`src/rtl/aud_stat_pkg.sv`:
```
package aud_stat_pkg;

  typedef enum logic [2:0] {
    LVL_EMPTY = 3'd0,
    LVL_B1    = 3'd1,
    LVL_B2    = 3'd2,
    LVL_B3    = 3'd3,
    LVL_B4    = 3'd4,
    LVL_FULL  = 3'd5
  } lvl_code_e;

  localparam int unsigned SW_LVL_LO   = 16;
  localparam int unsigned SW_LATE     = 6;
  localparam int unsigned SW_EARLY    = 5;
  localparam int unsigned SW_UNLOCKED = 3;

  // Band rule: scale the count by 4 and compare against multiples of depth.
  // Transmit bands include their upper bound, receive bands their lower bound.
  function automatic lvl_code_e lvl_encode(input int unsigned cnt,
                                           input int unsigned depth,
                                           input logic tx);
    int unsigned c4;
    c4 = cnt * 4;
    if (cnt == 0)            return LVL_EMPTY;
    if (cnt >= depth)        return LVL_FULL;
    if (tx) begin
      if (c4 <= depth)       return LVL_B1;
      if (c4 <= 2 * depth)   return LVL_B2;
      if (c4 <= 3 * depth)   return LVL_B3;
      return LVL_B4;
    end
    if (c4 < depth)          return LVL_B1;
    if (c4 < 2 * depth)      return LVL_B2;
    if (c4 < 3 * depth)      return LVL_B3;
    return LVL_B4;
  endfunction

endpackage

```
`src/rtl/aud_fifo_level.sv`:
```
module aud_fifo_level
  import aud_stat_pkg::*;
#(
  parameter int unsigned FIFO_DEPTH = 8,
  localparam int unsigned CNT_W = $clog2(FIFO_DEPTH + 1)
) (
  input  logic             clk,
  input  logic             rst_n,
  input  logic             tx_mode,
  input  logic [CNT_W-1:0] fifo_count,
  output logic [2:0]       level_q
);

  lvl_code_e lvl_next_w;

  always_comb lvl_next_w = lvl_encode(32'(fifo_count), FIFO_DEPTH, tx_mode);

  always_ff @(posedge clk or negedge rst_n) begin
    if (!rst_n) level_q <= LVL_EMPTY;
    else        level_q <= lvl_next_w;
  end


  lvl_range_chk: assert property (@(posedge clk) disable iff (!rst_n)
    level_q <= 3'd5);


  lvl_empty_chk: assert property (@(posedge clk) disable iff (!rst_n)
    (fifo_count == '0) |=> (level_q == 3'd0));


  lvl_full_chk: assert property (@(posedge clk) disable iff (!rst_n)
    (32'(fifo_count) == FIFO_DEPTH) |=> (level_q == 3'd5));

endmodule

```
`src/rtl/aud_fsync_mon.sv`:
```
module aud_fsync_mon #(
  parameter int unsigned FRAME_LEN = 8,
  localparam int unsigned FC_W = (FRAME_LEN > 2) ? $clog2(FRAME_LEN) : 1,
  localparam logic [FC_W-1:0] LAST = FC_W'(FRAME_LEN - 1)
) (
  input  logic clk,
  input  logic rst_n,
  input  logic slave_mode,
  input  logic ac97_mode,
  input  logic fsync,
  input  logic clr_early,
  input  logic clr_late,
  output logic early_q,
  output logic late_q,
  output logic unlocked_q
);

  logic            fs_q;
  logic [FC_W-1:0] cnt_q;

  // Named internal events, shared by the flag logic and the assertions
  logic fs_edge_w;
  logic at_wrap_w;
  logic chk_en_w;
  logic early_set_w;
  logic late_set_w;

  always_comb begin
    fs_edge_w   = fsync & ~fs_q;
    at_wrap_w   = (cnt_q == LAST);
    chk_en_w    = slave_mode & ~ac97_mode & ~unlocked_q;
    early_set_w = chk_en_w & fs_edge_w & ~at_wrap_w;
    late_set_w  = chk_en_w & ~fs_edge_w & at_wrap_w;
  end

  always_ff @(posedge clk or negedge rst_n) begin
    if (!rst_n) begin
      fs_q       <= 1'b0;
      cnt_q      <= '0;
      unlocked_q <= 1'b1;
      early_q    <= 1'b0;
      late_q     <= 1'b0;
    end else begin
      fs_q <= fsync;
      if (fs_edge_w || at_wrap_w) cnt_q <= '0;
      else                        cnt_q <= cnt_q + 1'b1;
      if (fs_edge_w) unlocked_q <= 1'b0;
      if (early_set_w)    early_q <= 1'b1;
      else if (clr_early) early_q <= 1'b0;
      if (late_set_w)     late_q  <= 1'b1;
      else if (clr_late)  late_q  <= 1'b0;
    end
  end


  lock_once_chk: assert property (@(posedge clk) disable iff (!rst_n)
    !unlocked_q |=> !unlocked_q);


  lock_gate_chk: assert property (@(posedge clk) disable iff (!rst_n)
    (unlocked_q && !early_q && !late_q) |=> (!early_q && !late_q));


  early_resync_chk: assert property (@(posedge clk) disable iff (!rst_n)
    (chk_en_w && fs_edge_w && !at_wrap_w) |=> (early_q && cnt_q == '0));


  late_set_chk: assert property (@(posedge clk) disable iff (!rst_n)
    (chk_en_w && at_wrap_w && !fs_edge_w) |=> (late_q && cnt_q == '0));


  early_gate_chk: assert property (@(posedge clk) disable iff (!rst_n)
    (!(slave_mode && !ac97_mode) && !early_q) |=> !early_q);


  late_gate_chk: assert property (@(posedge clk) disable iff (!rst_n)
    (!(slave_mode && !ac97_mode) && !late_q) |=> !late_q);


  early_hold_chk: assert property (@(posedge clk) disable iff (!rst_n)
    (early_q && !clr_early) |=> early_q);


  late_hold_chk: assert property (@(posedge clk) disable iff (!rst_n)
    (late_q && !clr_late) |=> late_q);

endmodule

```
`src/rtl/aud_irq_gen.sv`:
```
module aud_irq_gen (
  input  logic clk,
  input  logic rst_n,
  input  logic early_q,
  input  logic late_q,
  input  logic irq_en_early,
  input  logic irq_en_late,
  output logic irq_q
);

  logic req_w;

  always_comb req_w = (early_q & irq_en_early) | (late_q & irq_en_late);

  always_ff @(posedge clk or negedge rst_n) begin
    if (!rst_n) irq_q <= 1'b0;
    else        irq_q <= req_w;
  end


  irq_rise_chk: assert property (@(posedge clk) disable iff (!rst_n)
    ((early_q && irq_en_early) || (late_q && irq_en_late)) |=> irq_q);


  irq_quiet_chk: assert property (@(posedge clk) disable iff (!rst_n)
    (!(early_q && irq_en_early) && !(late_q && irq_en_late)) |=> !irq_q);

endmodule

```
`src/rtl/aud_stat_unit.sv`:
```
module aud_stat_unit
  import aud_stat_pkg::*;
#(
  parameter int unsigned FIFO_DEPTH = 8,
  parameter int unsigned FRAME_LEN  = 8,
  localparam int unsigned CNT_W = $clog2(FIFO_DEPTH + 1)
) (
  input  logic             clk,
  input  logic             rst_n,
  input  logic             tx_mode,
  input  logic             slave_mode,
  input  logic             ac97_mode,
  input  logic [CNT_W-1:0] fifo_count,
  input  logic             fsync,
  input  logic             clr_early,
  input  logic             clr_late,
  input  logic             irq_en_early,
  input  logic             irq_en_late,
  output logic [31:0]      status_word,
  output logic             irq
);

  logic [2:0] level_q;
  logic       early_q;
  logic       late_q;
  logic       unlocked_q;

  aud_fifo_level #(.FIFO_DEPTH(FIFO_DEPTH)) u_level (
    .clk        (clk),
    .rst_n      (rst_n),
    .tx_mode    (tx_mode),
    .fifo_count (fifo_count),
    .level_q    (level_q)
  );

  aud_fsync_mon #(.FRAME_LEN(FRAME_LEN)) u_sync (
    .clk        (clk),
    .rst_n      (rst_n),
    .slave_mode (slave_mode),
    .ac97_mode  (ac97_mode),
    .fsync      (fsync),
    .clr_early  (clr_early),
    .clr_late   (clr_late),
    .early_q    (early_q),
    .late_q     (late_q),
    .unlocked_q (unlocked_q)
  );

  aud_irq_gen u_irq (
    .clk          (clk),
    .rst_n        (rst_n),
    .early_q      (early_q),
    .late_q       (late_q),
    .irq_en_early (irq_en_early),
    .irq_en_late  (irq_en_late),
    .irq_q        (irq)
  );

  always_comb begin
    status_word = '0;
    status_word[SW_LVL_LO +: 3] = level_q;
    status_word[SW_LATE]        = late_q;
    status_word[SW_EARLY]       = early_q;
    status_word[SW_UNLOCKED]    = unlocked_q;
  end


  rsvd_zero_chk: assert property (@(posedge clk) disable iff (!rst_n)
    (status_word[31:19] == '0) && (status_word[15:7] == '0) &&
    !status_word[4] && (status_word[2:0] == '0));

endmodule

```
`config.mk`:
```
export PLATFORM = sky130hd
export DESIGN_NAME = aud_stat_unit
export DESIGN_NICKNAME = d
export VERILOG_FILES = /design/src/rtl/aud_stat_pkg.sv /design/src/rtl/aud_fifo_level.sv /design/src/rtl/aud_fsync_mon.sv /design/src/rtl/aud_irq_gen.sv /design/src/rtl/aud_stat_unit.sv
export SDC_FILE = /design/constraint.sdc
export NUM_CORES = 1
export LEC_CHECK = 0
export BUFFER_PORTS_ARGS = -buffer_cell sky130_fd_sc_hd__buf_2
export CORE_MARGIN = 4
export CORE_UTILIZATION = 42
export DETAILED_ROUTE_END_ITERATION = 10
export GPL_TIMING_DRIVEN = 0
export PLACE_DENSITY = 0.77
export SYNTH_ARGS = -nofsm -noshare
export SYNTH_HDL_FRONTEND = slang
export SYNTH_HIERARCHICAL = 1
export SYNTH_SLANG_ARGS = --single-unit
```
`constraint.sdc`:
```
create_clock -name clk -period 2.7 [get_ports clk]
set_input_delay 0.405 -clock clk [delete_from_list [all_inputs] [get_ports clk]]
set_output_delay 0.405 -clock clk [all_outputs]
set_load 0.1 [all_outputs]
```
==> results of run 1 <==
## per-stage QoR
stage / instances / hold WS [ns] / power [W] / instance area [sq um]
3_5_place_dp: 127 / 0.281 / 0.000505 / 888
5_1_grt: 132 / 0.268 / 0.000642 / 926
4_1_cts: 132 / 0.268 / 0.000617 / 926
2_1_floorplan: 91 / 0.109 / 0.000473 / 768
3_3_place_gp: 127 / 0.279 / 0.000500 / 888
6_report: 132 / 0.272 / 0.000615 / 926
## worst register-to-register path: cells and delay by family, from the launching register on
kind | cells | cell delay, ns
fa+ha+maj | 2 | 0.41
compound gates | 1 | 0.32
flops | 1 | 0.39
## area by class of cell
class,count,area (sq um)
Tap cell,16,20.0
Clock buffer,3,22.5
Multi-Input combinational cell,46,255
Inverter,5,18.8
Sequential cell,11,277
Buffer,29,218
Timing Repair Buffer,21,110
Fill cell,136,581
Clock inverter,1,5.00
## metal layers
metal	up-vias	track usage, %	share of wire, %
met1	220	10.0	34
met5	-	0	0
met3	2	4.51	13
li1	259	-	-
met4	0	3.23	1.4
met2	29	19.0	52
## power groups by stage
stage | logic (W) | clock network [W] | registers [W]
final | 0.000305 | 0.000109 | 0.000202
after global routing | 0.000319 | 0.000119 | 0.000204
after CTS | 0.000302 | 0.000113 | 0.000202
after detailed placement | 0.000300 | 0 | 0.000204
after global placement | 0.000296 | 0 | 0.000204
after floorplan | 0.000240 | 0 | 0.000233
## cell families after synthesis
family | Yosys count | synth area share, %
and+or+nand+nor | 9 | 8.16
muxes | 1 | 2.23
buffers and inverters | 34 | 35.1
other | 1 | 0.556
AOI/OAI and AO/OA | 8 | 9.28
adders and majority gates | 2 | 3.71
DFF | 11 | 41.0
## placed cells by master, fill, tap and decap left out, types with 2 or more instances in the layout
master    instances
buf_4            29
ha_1              2
buf_2            20
conb_1           26
o32ai_1           2
nor2b_1           2
clkbuf_4          3
inv_1             5
dfrtp_1          10
and3_1            2
## what timing repair did
item,4_1_cts,5_1_grt
endpoints found under the hold margin,10,0
hold buffers,1,0
resized for setup,0,0
## registers in the layout, summed over array words and instances (netlist names)
signal,cells
u_sync/unlocked_q,1
u_sync/early_q,1
u_sync/late_q,1
u_sync/cnt_q,3
u_level/level_q,3
u_sync/fs_q,1
u_irq/irq_q,1
## final timing paths
kind,end,slack [ns],depth (start not counted)
min,u_sync/fs_q,0.27,1
max,status_word[3],0.99,2
max reg2reg,u_sync/early_q,1.47,3
max in group asynchronous,u_sync/unlocked_q,1.92,2
min reg2reg,u_sync/cnt_q[0],0.45,1
min in group asynchronous,u_sync/cnt_q[1],0.52,2
==> flow_summary.toml, run 1 <==
[run_status]
status = "completed"

[critical_path]
critPathTopFamily = "flip-flops"
startpoint = "u_sync/unlocked_q"
cp.buffers_inverters = 2
critical_path.startpoint_type = "flop"
worstReg2RegStart = "u_sync/cnt_q[0]"
cp.required_ns = 2.30
critPathMaxStageDelay_ns = 0.54
cp_max_fo = 3
end_kind = "output port"
critPathArrivalTime_ns = 1.30
slowest_stage = "dfstp_2"
worstSetupPathType = "reg -> out"
crit_path_cell_trace = "buf_4 -> buf_2"

[power]
combPwrFrac_pct = 49.6
netSwitchingFraction_pct = 49.4
p_leak_nw = 0.567
internal-power_w = 0.000312
clkPwrFrac_pct = 17.7
p_sw_w = 0.000304
pwr-share-seq_pct = 32.8
ir_drop_v = 0.000247
power.density_nw_per_um2 = 665

[yosys]
synth_cell_types = 21
synthTopCellsByArea = "dfrtp_1 37%, buf_4 32%, dfstp_2 3.9%"
postSynthCellCount = 66
syn_area_sq_um = 674
synth_common_cells = "29 x buf_4, 10 x dfrtp_1, 5 x inv_1"
synth.largest_area_cell = "dfrtp_1"
synth_top_area_share_pct = 37.1
ys.flop_type = "dfrtp_1"
async_reset_ff_share_pct = 100
synth_edf_count = 0
yosysSeqAreaShare_pct = 41.0
ys_seq_elements = 11
yosys_warnings = 6
post_synth.cell_area_avg_sq_um = 10.2
yosysMostFrequentCell = "buf_4"

[clock_network]
insertion_delay_ns = 0.26
post_cts_buffers = 0
clock_path_buffers = 2
cts_tree = "done"
clockRootBuffer = "clkbuf_4"
cts_sinks = 11
clk_pin_slew_ns = 0.07
cts_buffers = 3
h-tree-depth = 1

[finish]
final_util_pct = 61.5
area.growth.synth_to_final_pct = 37.3
diodes = 0
layout-drive-gt1-share_pct = 49.1
final_nets = 133

[timing]
worst_slack_ns = 0.991
finalCriticalPeriod_ns = 1.71
finalSetupViolations = 0
rsz0062_at_grt = "no"
hold_violations = 0
maxSlewViolCount = 0
fin_crit_sh_pct = 63.3
finClkSkew_ns = 0.00166
fin_tns_setup_ns = 0
clock.fmax_ghz = 0.585

[die]
coreArea_sq_um = 1510
initial_core_util_pct = 44.8
fp.dieW_um = 48.1
dieHeight_um = 48.1
ioPinCount = 47
rows = 14
dieArea_sq_um = 2310

[hold_path]
hp-start = "fsync"
hp-class = "in -> reg"

[placed_design]
pre_cts_ws_ns = 1.28
place_congestion = 0.676
port_buffers = 20

[detailed_routing]
wirelength_mm = 1.16
remaining_drc_errors = 0
routedWlPerCell_um = 8.80
drt-pass1-iter-count = 4
postRouteAntennaNets = 0
via_per_inst = 3.86
drt_iter0_drc = 5
vias = 510

[job]
drv_cap = 0

[global_routing]
grt_pass1_vias = 448
grt_pass1_wl_mm = 1.65
track_usage_pct = 10.2
overflow = 0
antenna_found_initial = 0
grt_max_degree = 12
Note: power is estimated with default switching activity, not from simulation.
==> run 2, diff against run 1 <==
--- a/config.mk
+++ b/config.mk
@@ -5,12 +5,13 @@
 export SDC_FILE = /design/constraint.sdc
 export NUM_CORES = 1
 export LEC_CHECK = 0
+export ABC_AREA = 1
 export BUFFER_PORTS_ARGS = -buffer_cell sky130_fd_sc_hd__buf_2
 export CORE_MARGIN = 4
-export CORE_UTILIZATION = 42
+export CORE_UTILIZATION = 41
 export DETAILED_ROUTE_END_ITERATION = 10
 export GPL_TIMING_DRIVEN = 0
-export PLACE_DENSITY = 0.77
+export PLACE_DENSITY = 0.74
 export SYNTH_ARGS = -nofsm -noshare
 export SYNTH_HDL_FRONTEND = slang
 export SYNTH_HIERARCHICAL = 1
==> constraint.sdc (replaced) <==
create_clock -name clk -period 1.6 [get_ports clk]
set_input_delay 0.24 -clock clk [delete_from_list [all_inputs] [get_ports clk]]
set_output_delay 0.24 -clock clk [all_outputs]
set_load 0.1 [all_outputs]
==> run 2 against run 1 <==
Compared with the run above: via count increased by 11%; largest cell class unchanged; routed wire length increased by 4.5%; design area increased by 7.4%; largest power group unchanged.
==> flow_summary.toml, run 2 <==
[finish]
area.growth.synth_to_final_pct = 35.7
final.fill_count = 171
largestRegisters = "u_level/level_q x3, u_sync/cnt_q x3"
layout-drive-gt1-share_pct = 44.6
final_common_cell = "buf_4"
diodes = 0
mostFrequentLayoutCells = "29 x buf_4, 26 x conb_1, 20 x buf_2"
final_nets = 156
final_util_pct = 58.2
seqCellArea_sq_um = 277
multi_input_area_sq_um = 299

[timing]
clock.fmax_ghz = 0.653
fin_tns_setup_ns = 0
rsz0062_at_grt = "no"
finalCriticalPeriod_ns = 1.53
fin_crit_sh_pct = 95.7
hold_violations = 0
maxSlewViolCount = 0
finClkSkew_ns = 0.000515
finalSetupViolations = 0

[global_routing]
track_usage_pct = 10.4
antenna_found_initial = 0
grt_pass1_vias = 540
overflow = 0
grt_max_degree = 12
grt_pass1_wl_mm = 1.97

[power]
power.density_nw_per_um2 = 1050
internal-power_w = 0.000522
clkPwrFrac_pct = 17.7
p_sw_w = 0.000523
ir_drop_v = 0.000477
netSwitchingFraction_pct = 50.1
pwr-share-seq_pct = 31.8
p_leak_nw = 0.625
combPwrFrac_pct = 50.5

[clock_network]
cts_resized = 0
insertion_delay_ns = 0.26
cts_tree = "done"
h-tree-depth = 1
clock_path_buffers = 2
cts_buffers = 3
clk_pin_slew_ns = 0.06
post_cts_buffers = 0
clockRootBuffer = "clkbuf_4"
cts_hold_buf = 1
cts_sinks = 11

[hold_path]
hold_depth = 1
hp-start = "fsync"
hp-class = "in -> reg"
holdPathEnd = "u_sync/fs_q"

[critical_path]
r2r_slack_ns = 0.51
worstReg2RegStart = "u_sync/cnt_q[0]"
crit_path_cell_trace = "buf_4 -> buf_2"
cp_max_fo = 2
critPathTopFamily = "flip-flops"
critPathMaxStageDelay_ns = 0.53
r2r_cells = 6
cp.buffers_inverters = 2
end_kind = "output port"
critPathArrivalTime_ns = 1.29
worstSetupPathType = "reg -> out"
r2r_end = "u_sync/late_q"
cp.required_ns = 1.36
critical_path.startpoint_type = "flop"
slowest_stage = "dfstp_2"

[detailed_routing]
via_per_inst = 3.46
drt-pass1-iter-count = 4
drt_iter0_drc = 4
remaining_drc_errors = 0
routedWlPerCell_um = 7.40
wl_met2_um = 613
top_layer_used = "met4"
wl_met1_um = 443
wirelength_mm = 1.21
postRouteAntennaNets = 0
dr_wl_met3_um = 139
vias = 568

[die]
rows = 15
coreArea_sq_um = 1710
fp.dieW_um = 50.3
initial_core_util_pct = 42.9
dieArea_sq_um = 2530
ioPinCount = 47
dieHeight_um = 50.3

[run_status]
status = "completed"

[job]
drv_cap = 0

[yosys]
post_synth.cell_area_avg_sq_um = 8.24
synth_cell_types = 15
async_reset_ff_share_pct = 100
yosysSeqAreaShare_pct = 37.7
synth_common_cells = "29 x buf_4, 16 x nand2_1, 10 x dfrtp_1"
synth_top_area_share_pct = 34.1
ys_seq_elements = 11
yosys_warnings = 6
postSynthCellCount = 89
synthTopCellsByArea = "dfrtp_1 34%, buf_4 30%, nand2_1 8.2%"
synth_edf_count = 0
yosysMostFrequentCell = "buf_4"
ys.flop_type = "dfrtp_1"
syn_area_sq_um = 733
synth.largest_area_cell = "dfrtp_1"

[placed_design]
port_buffers = 20
hpwlAfterDp_mm = 1.05
place_congestion = 0.728
==> run 2: how the worst max path moves through the flow <==
stage                                 start        endpoint  slack, ns  cells past startpoint
after detailed placement  u_sync/unlocked_q  status_word[3]       0.35                      2
after CTS                 u_sync/unlocked_q  status_word[3]       0.05                      2
final                     u_sync/unlocked_q  status_word[3]       0.07                      2
after floorplan                 u_irq/irq_q             irq       0.48                      0
after global routing      u_sync/unlocked_q  status_word[3]       0.02                      2
after global placement    u_sync/unlocked_q  status_word[3]       0.36                      2
==> run 2: power by group through the flow <==
| stage | logic (W) | clock network [W] | registers (W) |
|---|---|---|---|
| floorplan | 0.000420 | 0 | 0.000390 |
| global placement | 0.000521 | 0 | 0.000337 |
| detailed placement | 0.000524 | 0 | 0.000338 |
| CTS | 0.000527 | 0.000196 | 0.000333 |
| global route | 0.000564 | 0.000215 | 0.000336 |
| finish | 0.000527 | 0.000185 | 0.000332 |
==> run 2: metal layers <==
layer | global-route usage (%) | up-vias
met3 | 3.86 | 2
met1 | 9.29 | 226
li1 | - | 313
met2 | 19.1 | 27
met4 | 6.73 | 0
met5 | 0 | -
==> run 2: layout make-up <==
| type | count | share of cell area, % |
|---|---|---|
| Inverter | 9 | 3.40 |
| Clock buffer | 4 | 2.64 |
| Sequential cell | 11 | 27.8 |
| Buffer | 29 | 21.9 |
| Tap cell | 25 | 3.14 |
| Multi-Input combinational cell | 65 | 30.1 |
| Timing Repair Buffer | 21 | 11.1 |
==> run 2: logic make-up after synthesis <==
logic type               Yosys count  share of synthesized area [%]
buffers and inverters             38                           34.3
AND/OR/NAND/NOR                   31                           18.9
flip-flops                        11                           37.7
AO/OA/AOI/OAI                      6                           5.12
adder cells (fa/ha/maj)            2                           3.41
other                              1                          0.511
==> run 2: worst register-to-register path: stages, from the launching register on <==
cell     delay (ns)
dfrtp_1        0.38
ha_1           0.20
ha_1           0.20
inv_1          0.07
a21oi_1        0.04
nand2_1        0.06
nand2_1        0.04
==> run 2: metrics by stage <==
stage | power, W | area [sq um] | setup slack [ns] | cells | hold slack [ns]
after global routing | 0.00112 | 995 | 0.0163 | 164 | 0.121
after global placement | 0.000857 | 958 | 0.357 | 159 | 0.116
after floorplan | 0.000811 | 827 | 0.477 | 114 | -0.0556
after CTS | 0.00106 | 995 | 0.0516 | 164 | 0.120
after detailed placement | 0.000863 | 958 | 0.351 | 159 | 0.119
final | 0.00104 | 995 | 0.0681 | 164 | 0.132
